`config.mk`:
```
export PLATFORM = sky130hd
export DESIGN_NAME = serirq_irq_aggregator
export DESIGN_NICKNAME = d
export VERILOG_FILES = /design/src/rtl/serirq_agg_pkg.sv /design/src/rtl/serirq_hc_stage.sv /design/src/rtl/serirq_l2_stage.sv /design/src/rtl/serirq_irq_fsm.sv /design/src/rtl/serirq_irq_aggregator.sv
export SDC_FILE = /design/constraint.sdc
export NUM_CORES = 1
export LEC_CHECK = 0
export BUFFER_PORTS_ARGS = -buffer_cell sky130_fd_sc_hd__buf_2
export CORE_MARGIN = 3
export CORE_UTILIZATION = 52
export CTS_CLUSTER_SIZE = 25
export DETAILED_ROUTE_END_ITERATION = 6
export HOLD_SLACK_MARGIN = 0.05
export PLACE_DENSITY_LB_ADDON = 0.15
export SLEW_MARGIN = 20
export SYNTH_ARGS = -nofsm -noshare
export SYNTH_HDL_FRONTEND = slang
export SYNTH_SLANG_ARGS = --single-unit
```
`constraint.sdc`:
```
create_clock -name clk -period 14.5 [get_ports clk]
set_input_delay 4.35 -clock clk [delete_from_list [all_inputs] [get_ports clk]]
set_output_delay 4.35 -clock clk [all_outputs]
set_load 0.05 [all_outputs]
```
`src/rtl/serirq_agg_pkg.sv`:
```
package serirq_agg_pkg;

    localparam int unsigned WORD_W = 32;
    localparam int unsigned OFF_W  = 8;

    typedef logic [WORD_W-1:0] word_t;
    typedef logic [OFF_W-1:0]  off_t;

    // first-stage window (window select = 0)
    localparam off_t HC_FWSEG   = 8'h24;
    localparam off_t HC_FWSIZE  = 8'h28;
    localparam off_t HC_CTRL    = 8'h30;
    localparam off_t HC_MASK    = 8'h34;
    localparam off_t HC_STAT    = 8'h38;
    localparam off_t HC_ERRADDR = 8'h40;

    // second-stage window (window select = 1)
    localparam off_t L2_ROUTE0  = 8'h08;
    localparam off_t L2_ROUTE1  = 8'h0C;
    localparam off_t L2_STAT    = 8'h50;
    localparam off_t L2_MASK    = 8'h54;
    localparam off_t L2_POL     = 8'h58;
    localparam off_t L2_INPUT   = 8'h5C;

    localparam word_t UNMAPPED_READ = '1;

    typedef enum logic {
        IRQ_QUIET  = 1'b0,
        IRQ_RAISED = 1'b1
    } irq_state_e;

endpackage

```
`src/rtl/serirq_hc_stage.sv`:
```
module serirq_hc_stage
    import serirq_agg_pkg::*;
#(
    parameter int unsigned NUM_SERIRQ = 16,
    parameter int unsigned NUM_EVT    = 11,
    parameter int unsigned EN_BIT     = 31,
    parameter logic [31:0] FWSIZE_RST = 32'h0200_0000
) (
    input  logic                  clk,
    input  logic                  rst_n,
    input  logic [NUM_SERIRQ-1:0] serirq_in,
    input  logic [NUM_EVT-1:0]    event_in,
    input  logic                  wr_en,
    input  off_t                  off,
    input  word_t                 wdata,
    output word_t                 rdata,
    output word_t                 stat_q,
    output word_t                 mask_q,
    output word_t                 ctrl_q,
    output logic                  req_nx
);

    localparam int unsigned GAP_W = WORD_W - NUM_SERIRQ - NUM_EVT;

    word_t fwseg_q, fwsize_q;
    word_t stat_nx, mask_nx, ctrl_nx;
    word_t set_vec, clr_vec;
    logic [NUM_SERIRQ-1:0] ser_rev;

    logic wr_fwseg, wr_fwsize, wr_ctrl, wr_mask, wr_stat;

    // serial input n lands on status bit (WORD_W-1-n)
    for (genvar n = 0; n < NUM_SERIRQ; n++) begin : g_rev
        assign ser_rev[NUM_SERIRQ-1-n] = serirq_in[n];
    end

    assign set_vec = {ser_rev, {GAP_W{1'b0}}, event_in};

    always_comb begin
        wr_fwseg  = wr_en && (off == HC_FWSEG);
        wr_fwsize = wr_en && (off == HC_FWSIZE);
        wr_ctrl   = wr_en && (off == HC_CTRL);
        wr_mask   = wr_en && (off == HC_MASK);
        wr_stat   = wr_en && (off == HC_STAT);
    end

    // next values: clear first, then latch the live levels on top
    always_comb begin
        clr_vec = wr_stat ? wdata : '0;
        stat_nx = (stat_q & ~clr_vec) | set_vec;
        mask_nx = wr_mask ? wdata : mask_q;
        ctrl_nx = wr_ctrl ? wdata : ctrl_q;
        req_nx  = ctrl_nx[EN_BIT] && ((stat_nx & mask_nx) != '0);
    end

    always_ff @(posedge clk or negedge rst_n) begin
        if (!rst_n) begin
            fwseg_q  <= '0;
            fwsize_q <= FWSIZE_RST;
            ctrl_q   <= '0;
            mask_q   <= '0;
            stat_q   <= '0;
        end else begin
            if (wr_fwseg)  fwseg_q  <= wdata;
            if (wr_fwsize) fwsize_q <= wdata;
            ctrl_q <= ctrl_nx;
            mask_q <= mask_nx;
            stat_q <= stat_nx;
        end
    end

    always_comb begin
        unique case (off)
            HC_FWSEG:   rdata = fwseg_q;
            HC_FWSIZE:  rdata = fwsize_q;
            HC_CTRL:    rdata = ctrl_q;
            HC_MASK:    rdata = mask_q;
            HC_STAT:    rdata = stat_q;
            HC_ERRADDR: rdata = '0;
            default:    rdata = UNMAPPED_READ;
        endcase
    end

endmodule

```
`src/rtl/serirq_l2_stage.sv`:
```
module serirq_l2_stage
    import serirq_agg_pkg::*;
#(
    parameter int unsigned SRC_BIT = 11
) (
    input  logic  clk,
    input  logic  rst_n,
    input  logic  wr_en,
    input  off_t  off,
    input  word_t wdata,
    input  logic  req_nx,
    output word_t rdata,
    output word_t stat_q,
    output word_t mask_q,
    output word_t input_q,
    output logic  pending_nx
);

    word_t route0_q, route1_q, pol_q;
    word_t stat_nx, mask_nx, input_nx, clr_vec;

    logic wr_route0, wr_route1, wr_stat, wr_mask, wr_pol;

    always_comb begin
        wr_route0 = wr_en && (off == L2_ROUTE0);
        wr_route1 = wr_en && (off == L2_ROUTE1);
        wr_stat   = wr_en && (off == L2_STAT);
        wr_mask   = wr_en && (off == L2_MASK);
        wr_pol    = wr_en && (off == L2_POL);
    end

    // polarity is held for read-back only; it never enters this path
    always_comb begin
        input_nx          = '0;
        input_nx[SRC_BIT] = req_nx;
        clr_vec           = wr_stat ? wdata : '0;
        mask_nx           = wr_mask ? wdata : mask_q;
        stat_nx           = (stat_q & ~clr_vec) | (input_nx & mask_nx);
        pending_nx        = (stat_nx != '0);
    end

    always_ff @(posedge clk or negedge rst_n) begin
        if (!rst_n) begin
            route0_q <= '0;
            route1_q <= '0;
            pol_q    <= '0;
            mask_q   <= '0;
            stat_q   <= '0;
            input_q  <= '0;
        end else begin
            if (wr_route0) route0_q <= wdata;
            if (wr_route1) route1_q <= wdata;
            if (wr_pol)    pol_q    <= wdata;
            mask_q  <= mask_nx;
            stat_q  <= stat_nx;
            input_q <= input_nx;
        end
    end

    always_comb begin
        unique case (off)
            L2_ROUTE0: rdata = route0_q;
            L2_ROUTE1: rdata = route1_q;
            L2_STAT:   rdata = stat_q;
            L2_MASK:   rdata = mask_q;
            L2_POL:    rdata = pol_q;
            L2_INPUT:  rdata = input_q;
            default:   rdata = UNMAPPED_READ;
        endcase
    end

endmodule

```
`src/rtl/serirq_irq_fsm.sv`:
```
module serirq_irq_fsm
    import serirq_agg_pkg::*;
(
    input  logic clk,
    input  logic rst_n,
    input  logic pending_nx,
    output logic irq_out
);

    irq_state_e state_q, state_nx;

    always_ff @(posedge clk or negedge rst_n) begin
        if (!rst_n) state_q <= IRQ_QUIET;
        else        state_q <= state_nx;
    end

    always_comb begin
        state_nx = state_q;
        unique case (state_q)
            IRQ_QUIET:  if (pending_nx)  state_nx = IRQ_RAISED;
            IRQ_RAISED: if (!pending_nx) state_nx = IRQ_QUIET;
            default:    state_nx = IRQ_QUIET;
        endcase
    end

    always_comb begin
        irq_out = (state_q == IRQ_RAISED);
    end

endmodule

```
`src/rtl/serirq_irq_aggregator.sv`:
```
module serirq_irq_aggregator
    import serirq_agg_pkg::*;
#(
    parameter int unsigned NUM_SERIRQ = 16,
    parameter int unsigned NUM_EVT    = 11,
    parameter int unsigned ADDR_W     = 9,
    parameter int unsigned EN_BIT     = 31,
    parameter int unsigned SRC_BIT    = 11,
    parameter logic [31:0] FWSIZE_RST = 32'h0200_0000
) (
    input  logic                  clk,
    input  logic                  rst_n,
    input  logic [NUM_SERIRQ-1:0] serirq_in,
    input  logic [NUM_EVT-1:0]    event_in,
    input  logic                  reg_en,
    input  logic                  reg_we,
    input  logic [ADDR_W-1:0]     reg_addr,
    input  logic [31:0]           reg_wdata,
    output logic [31:0]           reg_rdata,
    output logic                  irq_out
);

    localparam int unsigned WIN_BIT = ADDR_W - 1;

    off_t  off;
    logic  win_l2;
    logic  hc_wr, l2_wr;
    word_t hc_rdata, l2_rdata;
    word_t hc_stat_q, hc_mask_q, hc_ctrl_q;
    word_t l2_stat_q, l2_mask_q, l2_input_q;
    logic  hc_req_nx, l2_pending_nx;

    always_comb begin
        off    = reg_addr[OFF_W-1:0];
        win_l2 = reg_addr[WIN_BIT];
        hc_wr  = reg_en && reg_we && !win_l2;
        l2_wr  = reg_en && reg_we &&  win_l2;
    end

    serirq_hc_stage #(
        .NUM_SERIRQ (NUM_SERIRQ),
        .NUM_EVT    (NUM_EVT),
        .EN_BIT     (EN_BIT),
        .FWSIZE_RST (FWSIZE_RST)
    ) u_hc (
        .clk       (clk),
        .rst_n     (rst_n),
        .serirq_in (serirq_in),
        .event_in  (event_in),
        .wr_en     (hc_wr),
        .off       (off),
        .wdata     (reg_wdata),
        .rdata     (hc_rdata),
        .stat_q    (hc_stat_q),
        .mask_q    (hc_mask_q),
        .ctrl_q    (hc_ctrl_q),
        .req_nx    (hc_req_nx)
    );

    serirq_l2_stage #(
        .SRC_BIT (SRC_BIT)
    ) u_l2 (
        .clk        (clk),
        .rst_n      (rst_n),
        .wr_en      (l2_wr),
        .off        (off),
        .wdata      (reg_wdata),
        .req_nx     (hc_req_nx),
        .rdata      (l2_rdata),
        .stat_q     (l2_stat_q),
        .mask_q     (l2_mask_q),
        .input_q    (l2_input_q),
        .pending_nx (l2_pending_nx)
    );

    serirq_irq_fsm u_fsm (
        .clk        (clk),
        .rst_n      (rst_n),
        .pending_nx (l2_pending_nx),
        .irq_out    (irq_out)
    );

    always_comb begin
        if (reg_en && !reg_we) reg_rdata = win_l2 ? l2_rdata : hc_rdata;
        else                   reg_rdata = '0;
    end

endmodule

```
==> impl_metrics.py, run 1 <==
metrics = {
    "synth": {
        "synthesis.area_mm2": 0.0147,
        "synth_cell_type_count": 64,
        "syn-num-nets": 1246,
        "yosys-top-cells-area": "dfrtp_1 54%, mux2_2 17%, a222oi_1 4.4%",
        "synth_top_cell_by_area": "dfrtp_1",
        "netlist.area_leader.share_pct": 54.5,
        "synthArstFlopShare_pct": 100,
        "yosysWarnings": 0,
        "synth-seq-area-share_pct": 54.6,
        "ys.flop_type": "dfrtp_1",
        "syn_inst": 1174,
        "ys_seq_elements": 322,
        "syn_area_per_cell_um2": 12.6,
        "synth_edf_count": 0,
    },
    "clocking": {
        "cts_hold_buf": 0,
        "post_cts_buffers": 0,
        "cts-buffers-inserted": 36,
        "root_buffer": "clkbuf_16",
        "cts-htree-levels": 2,
        "worstSkewPairLatency_ns": 0.51,
        "clkSinkCount": 322,
        "clockBufferDepth": 3,
        "cts.clk_slew.worst_paths_ns": 0.06,
        "cts_resized": 0,
        "cts_tree": "yes",
    },
    "routing": {
        "detail-route-antenna-nets": 0,
        "vias": 10700,
        "highest_layer": "met4",
        "dr_wl_met2_um": 19900,
        "vias_per_cell": 6.62,
        "firstDrtPassIters": 7,
        "dr_wl_met3_um": 2890,
        "drc": 3,
        "wl_um": 42000,
        "detail_route.wl_per_cell_um": 25.9,
        "met1Wirelength_um": 18300,
        "drt_iter0_markers": 1200,
    },
    "setup_path": {
        "cpPeakStageDelay_ns": 0.94,
        "cp_data_required_time_ns": 10.15,
        "crit_fanout": 34,
        "crit_path_top_delay_cell": "nor2_4",
        "reg2reg_depth": 6,
        "crit_top_cell": "buf_2",
        "worstPathCellList": "buf_2 > or4b_4 > nor2_4 > o31a_1 > buf_4 > a31o_1 > a31oi_1 > buf_2",
        "end_kind": "primary output",
        "crit_cells": 8,
        "path_buf_inv": 3,
        "worst_ep_arrival_time_ns": 7.98,
        "cp_top_family": "simple AND/OR/NAND/NOR gates",
        "start_kind": "input pin",
        "crit_type": "input pin to primary output",
    },
    "power": {
        "power_leakage_nw": 7.73,
        "p_switching_w": 0.000433,
        "clkPwrFrac_pct": 45.9,
        "p_seq_share_pct": 48.3,
        "intPower_w": 0.00146,
        "swShare_pct": 22.8,
        "comb_power_share_pct": 5.8,
        "worst_ir_drop_vdd_uv": 82.9,
        "power.density_mw_per_mm2": 114,
    },
    "timing": {
        "rsz0062_at_grt": "false",
        "max_freq_mhz": 81.1,
        "fin_skew_ns": 0.0124,
        "period_minus_slack_ns": 12.33,
        "setup_viol": 0,
        "tightest_slew_ns": 1.14,
        "min_period_over_period_pct": 85.0,
        "fin_ws_ns": 2.17,
        "maxSlewViolCount": 0,
        "hold_violations": 0,
        "maxSlewHeadroom_pct": 23.7,
        "fin_tns_setup_ns": 0,
    },
    "grt": {
        "grt_max_degree": 107,
        "grt_usage_pct": 27.8,
        "grt_overflow": 0,
        "grt_pass1_wl_um": 65900,
        "first_global_vias": 10900,
        "antenna_found_initial": 0,
    },
    "layout": {
        "syn_to_final_growth_pct": 12.7,
        "fillCellCount": 2266,
        "register_area_mm2": 0.00806,
        "final_net_count": 1292,
        "insertedDiodeCount": 0,
        "multi_input_area_mm2": 0.00623,
        "drive_gt1_share_pct": 36.6,
    },
    "worst_hold_path": {
        "hold_depth": 2,
        "hold_path_class": "flop to flop",
    },
    "floorplanning": {
        "die_w_um": 174,
        "core-area_mm2": 0.0279,
        "rows": 61,
        "start_util_pct": 52.9,
        "die_height_um": 174,
        "die_area_mm2": 0.0304,
        "io_pins": 105,
    },
    "placement": {
        "dpl_worst_slack_ns": 2.24,
        "port_buffers": 104,
        "hpwl_um": 26000,
        "gpl.final_weighted_congestion": 0.817,
    },
    "run_status": {
        "status": "finished with violations",
        "violations": "design-rule violations",
    },
    "flow_run": {
        "cap_violations": 0,
    },
}
[stage by stage]
stage               power [W]  hold WS [ns]  area (µm²)  instances  util, %
finish                0.00189         0.481       16600       1622     59.6
global route          0.00196         0.500       16600       1622     59.6
CTS                   0.00191         0.484       16600       1622     59.6
detailed placement    0.00104         0.471       15500       1560     55.6
global placement      0.00104         0.462       15500       1560     55.6
floorplan            0.000990         0.449       14700       1174        -
[kinds of logic (layout without fill, tap and decap cells)]
family / Yosys count / in the layout / synth area share [%]
flip-flops: 322 / 322 / 54.6
AND/OR/NAND/NOR: 198 / 198 / 7.26
buffers and inverters: 127 / 197 / 3.67
multiplexers: 235 / 235 / 18.0
AO/OA/AOI/OAI: 292 / 292 / 16.4
[final cells by class]
class	instances	share of cell area [%]
multi-input combinational	725	37.5
clock buffer	57	6.45
tap	378	2.85
inverter	9	0.203
clock inverter	5	0.316
sequential	322	48.5
timing repair buffer	126	4.19
[Yosys cell counts (all sizes together) (2+ instances only)]
cell type    n
dfrtp      321
mux2       231
clkbuf      85
a222oi      65
a22oi       64
nor2        52
nand2       42
a21boi      36
a31oi       33
buf         33
a31o        26
nor4        24
nand4       22
nand2b      18
o31ai       17
a211oi      16
inv          9
o21ai        9
nand3        7
a2111oi      6
a311oi       6
and3         6
nor3         5
or2          5
nand3b       4
a21o         3
mux2i        3
and2         2
nand4bb      2
nor2b        2
nor4b        2
or4b         2
[power by group through the flow]
stage          Clock (W)  Combinational, W  Sequential, W
5_1_grt         0.000930          0.000119       0.000916
2_1_floorplan          0         0.0000604       0.000930
3_3_place_gp           0          0.000109       0.000930
4_1_cts         0.000887          0.000111       0.000915
6_report        0.000870          0.000110       0.000915
3_5_place_dp           0          0.000110       0.000931
[placed cells by master (no fill, tap or decap), drive strengths merged, types with 3 or more instances in the layout]
cell     instances
nand2b          18
nor4            24
clkbuf          57
nor2            52
a21o             3
mux2i            3
a211oi          16
a311oi           6
nand3            7
a2111oi          6
nand4           22
inv              9
o31ai           17
dfrtp          321
a21boi          36
nand2           42
o21ai            9
mux2           231
a31oi           33
a22oi           64
nor3             5
nand3b           4
a31o            26
buf            126
clkinv           3
a222oi          65
or2              5
and3             6
[sequential cells by signal, indices dropped and copies added (netlist names)]
name / count
u_l2.mask_q: 32
u_hc.mask_q: 32
u_l2.route1_q: 32
u_l2.pol_q: 32
u_hc.fwseg_q: 32
u_l2.stat_q: 32
u_hc.ctrl_q: 32
u_hc.stat_q: 32
u_l2.input_q: 1
u_fsm.irq_out: 1
u_l2.route0_q: 32
u_hc.fwsize_q: 32
[worst min-delay path, stage by stage (launching register included)]
cell     delay, ns
dfrtp_1       0.34
nand2_1       0.05
o21ai_0       0.06
[metal layers]
metal	vias up	track usage (%)
met3	67	3.87
met4	0	7.31
met2	412	44.3
li1	4646	-
met5	-	0
met1	5606	40.3
[path summary, 6_finish.rpt]
path	from	endpoint	slack, ns
setup / recovery	reg_addr[2]	reg_rdata[1]	2.17
hold / removal	u_l2.pol_q[8]	u_l2.pol_q[8]	0.48
setup reg to reg	u_hc.stat_q[12]	u_fsm.irq_out	12.00
hold reg to reg	u_l2.pol_q[8]	u_l2.pol_q[8]	0.48
max in group asynchronous	rst_n	u_hc.stat_q[21]	9.10
min in group asynchronous	rst_n	u_hc.fwsize_q[0]	3.90
Power figures use the tool's default switching activity.
==> inputs of run 2 (changes only) <==
- clock period: 14.5 -> 10.25 ns (I/O delays scaled with it)
==> run 2 against run 1 <==
Compared with the run above:
- the run now ends clean
- clock power increased by 48%
- clock skew decreased by 0.0018 ns
- total power grew 45%
- register-to-register slack lost 4.1 ns
- flip-flop and latch count unchanged
- global-route usage shrank 0.091 points
==> impl_metrics.py, run 2 (synthesized netlist as in run 1, its figures left out) <==
metrics = {
    "routing": {
        "detail_route.wl_per_cell_um": 26.1,
        "drt_iter0_markers": 1126,
        "drc": 0,
        "firstDrtPassIters": 5,
        "detail-route-antenna-nets": 0,
        "wl_um": 42700,
        "met1Wirelength_um": 18900,
        "vias_per_cell": 6.60,
        "highest_layer": "met4",
        "dr_wl_met2_um": 19400,
        "dr_wl_met3_um": 3110,
        "vias": 10800,
    },
    "timing": {
        "max_freq_mhz": 111,
        "min_period_over_period_pct": 87.8,
        "setup_viol": 0,
        "maxSlewHeadroom_pct": 26.7,
        "hold_violations": 0,
        "fin_tns_setup_ns": 0,
        "maxSlewViolCount": 0,
        "period_minus_slack_ns": 9.00,
        "fin_skew_ns": 0.0106,
        "rsz0062_at_grt": "false",
        "tightest_slew_ns": 1.10,
    },
    "power": {
        "swShare_pct": 23.2,
        "comb_power_share_pct": 5.8,
        "worst_ir_drop_vdd_uv": 119,
        "power.density_mw_per_mm2": 164,
        "clkPwrFrac_pct": 47.0,
        "p_seq_share_pct": 47.2,
        "power_leakage_nw": 7.83,
        "intPower_w": 0.00211,
        "p_switching_w": 0.000637,
    },
    "floorplanning": {
        "die_w_um": 174,
        "die_area_mm2": 0.0304,
        "die_height_um": 174,
        "start_util_pct": 52.9,
        "io_pins": 105,
        "core-area_mm2": 0.0279,
        "rows": 61,
    },
    "clocking": {
        "post_cts_buffers": 0,
        "root_buffer": "clkbuf_16",
        "worstSkewPairLatency_ns": 0.52,
        "cts.clk_slew.worst_paths_ns": 0.06,
        "cts_resized": 0,
        "cts-htree-levels": 2,
        "cts_hold_buf": 0,
        "clkSinkCount": 322,
        "cts-buffers-inserted": 36,
        "cts_tree": "yes",
        "clockBufferDepth": 3,
    },
    "layout": {
        "layout.cells.most_common": "dfrtp_1",
        "drive_gt1_share_pct": 37.6,
        "instances_no_fill": 1636,
        "mostFrequentLayoutCells": "321 x dfrtp_1, 229 x mux2_2, 103 x buf_2",
        "final_net_count": 1305,
        "syn_to_final_growth_pct": 13.7,
        "fillCellCount": 2224,
    },
    "setup_path": {
        "crit_fanout": 24,
        "worst_ep_arrival_time_ns": 5.93,
        "worstPathCellList": "buf_2 > or4b_4 > nor2_4 > buf_4 > a222oi_1 > a31o_2 > a31oi_1 > buf_2",
        "end_kind": "primary output",
        "cpPeakStageDelay_ns": 0.76,
        "crit_top_cell": "buf_2",
        "start_kind": "input pin",
        "cp_data_required_time_ns": 7.18,
        "crit_path_top_delay_cell": "or4b_4",
        "crit_type": "input pin to primary output",
    },
    "placement": {
        "dp.cells": 1573,
        "gpl.final_weighted_congestion": 0.846,
        "port_buffers": 104,
        "hpwl_um": 26800,
    },
    "grt": {
        "grt_pass1_wl_um": 65700,
        "grt_max_degree": 116,
        "first_global_vias": 10800,
        "antenna_found_initial": 0,
        "grt_overflow": 0,
        "grt_usage_pct": 27.7,
    },
    "worst_hold_path": {
        "hold_path_class": "flop to flop",
    },
    "flow_run": {
        "cap_violations": 0,
    },
    "run_status": {
        "status": "finished clean",
    },
}
run 2: cell count changes in the layout (fill, tap and decap cells not counted), moves of 2 or more:
| cell | change |
|---|---|
| buf_4 | +12 |
| bufinv_16 | +2 |
| clkbuf_1 | -5 |
| clkbuf_8 | -2 |
| clkinv_2 | +2 |
| inv_6 | +2 |
run 2: area by class of cell:
cell class	instances	area, µm²	area share, %
Clock buffer	50	1020	6.11
Sequential cell	322	8060	48.0
Tap cell	378	473	2.82
Clock inverter	12	151	0.903
Multi-Input combinational cell	725	6230	37.2
Inverter	9	33.8	0.201
Timing Repair Buffer	139	797	4.75
Antenna cell	1	2.50	0.0149
run 2: path summary, 6_finish.rpt:
check	endpoint	from	cells past startpoint	slack (ns)
setup / recovery	reg_rdata[8]	reg_addr[2]	8	1.25
setup reg to reg	u_fsm.irq_out	u_hc.mask_q[12]	6	7.90
hold reg to reg	u_hc.fwsize_q[8]	u_hc.fwsize_q[8]	2	0.48
hold / removal	u_hc.fwsize_q[8]	u_hc.fwsize_q[8]	2	0.48
min in group asynchronous	u_hc.fwsize_q[27]	rst_n	1	2.62
max in group asynchronous	u_l2.pol_q[8]	rst_n	2	6.04
run 2: metal layers:
metal  vias up  global-route usage, %
met2       445                   41.9
li1       4656                      -
met5         -                      0
met3        86                   4.91
met1      5603                   40.6
met4         0                   9.15
run 2: per-stage QoR:
step           util, %  hold slack, ns  setup slack (ns)  instance area (µm²)  total power [W]
6_report          60.2           0.482              1.25                16800          0.00274
5_1_grt           60.2           0.511              1.13                16800          0.00283
4_1_cts           60.2           0.485              1.25                16800          0.00276
3_5_place_dp      55.9           0.472              1.25                15600          0.00148
3_3_place_gp      55.9           0.463              1.28                15600          0.00147
2_1_floorplan        -           0.449              1.21                14700          0.00140
run 2: worst max-delay path: cells and delay by family:
family | cells | cell delay [ns]
buffers and inverters | 3 | 0.80
AO/OA/AOI/OAI | 3 | 0.52
AND/OR/NAND/NOR | 2 | 1.51
run 2: power groups by stage:
stage               clock [W]  sequential [W]  combinational (W)
floorplan                   0         0.00132          0.0000855
global placement            0         0.00132           0.000156
detailed placement          0         0.00132           0.000158
CTS                   0.00131         0.00129           0.000159
global route          0.00137         0.00129           0.000171
finish                0.00129         0.00129           0.000158
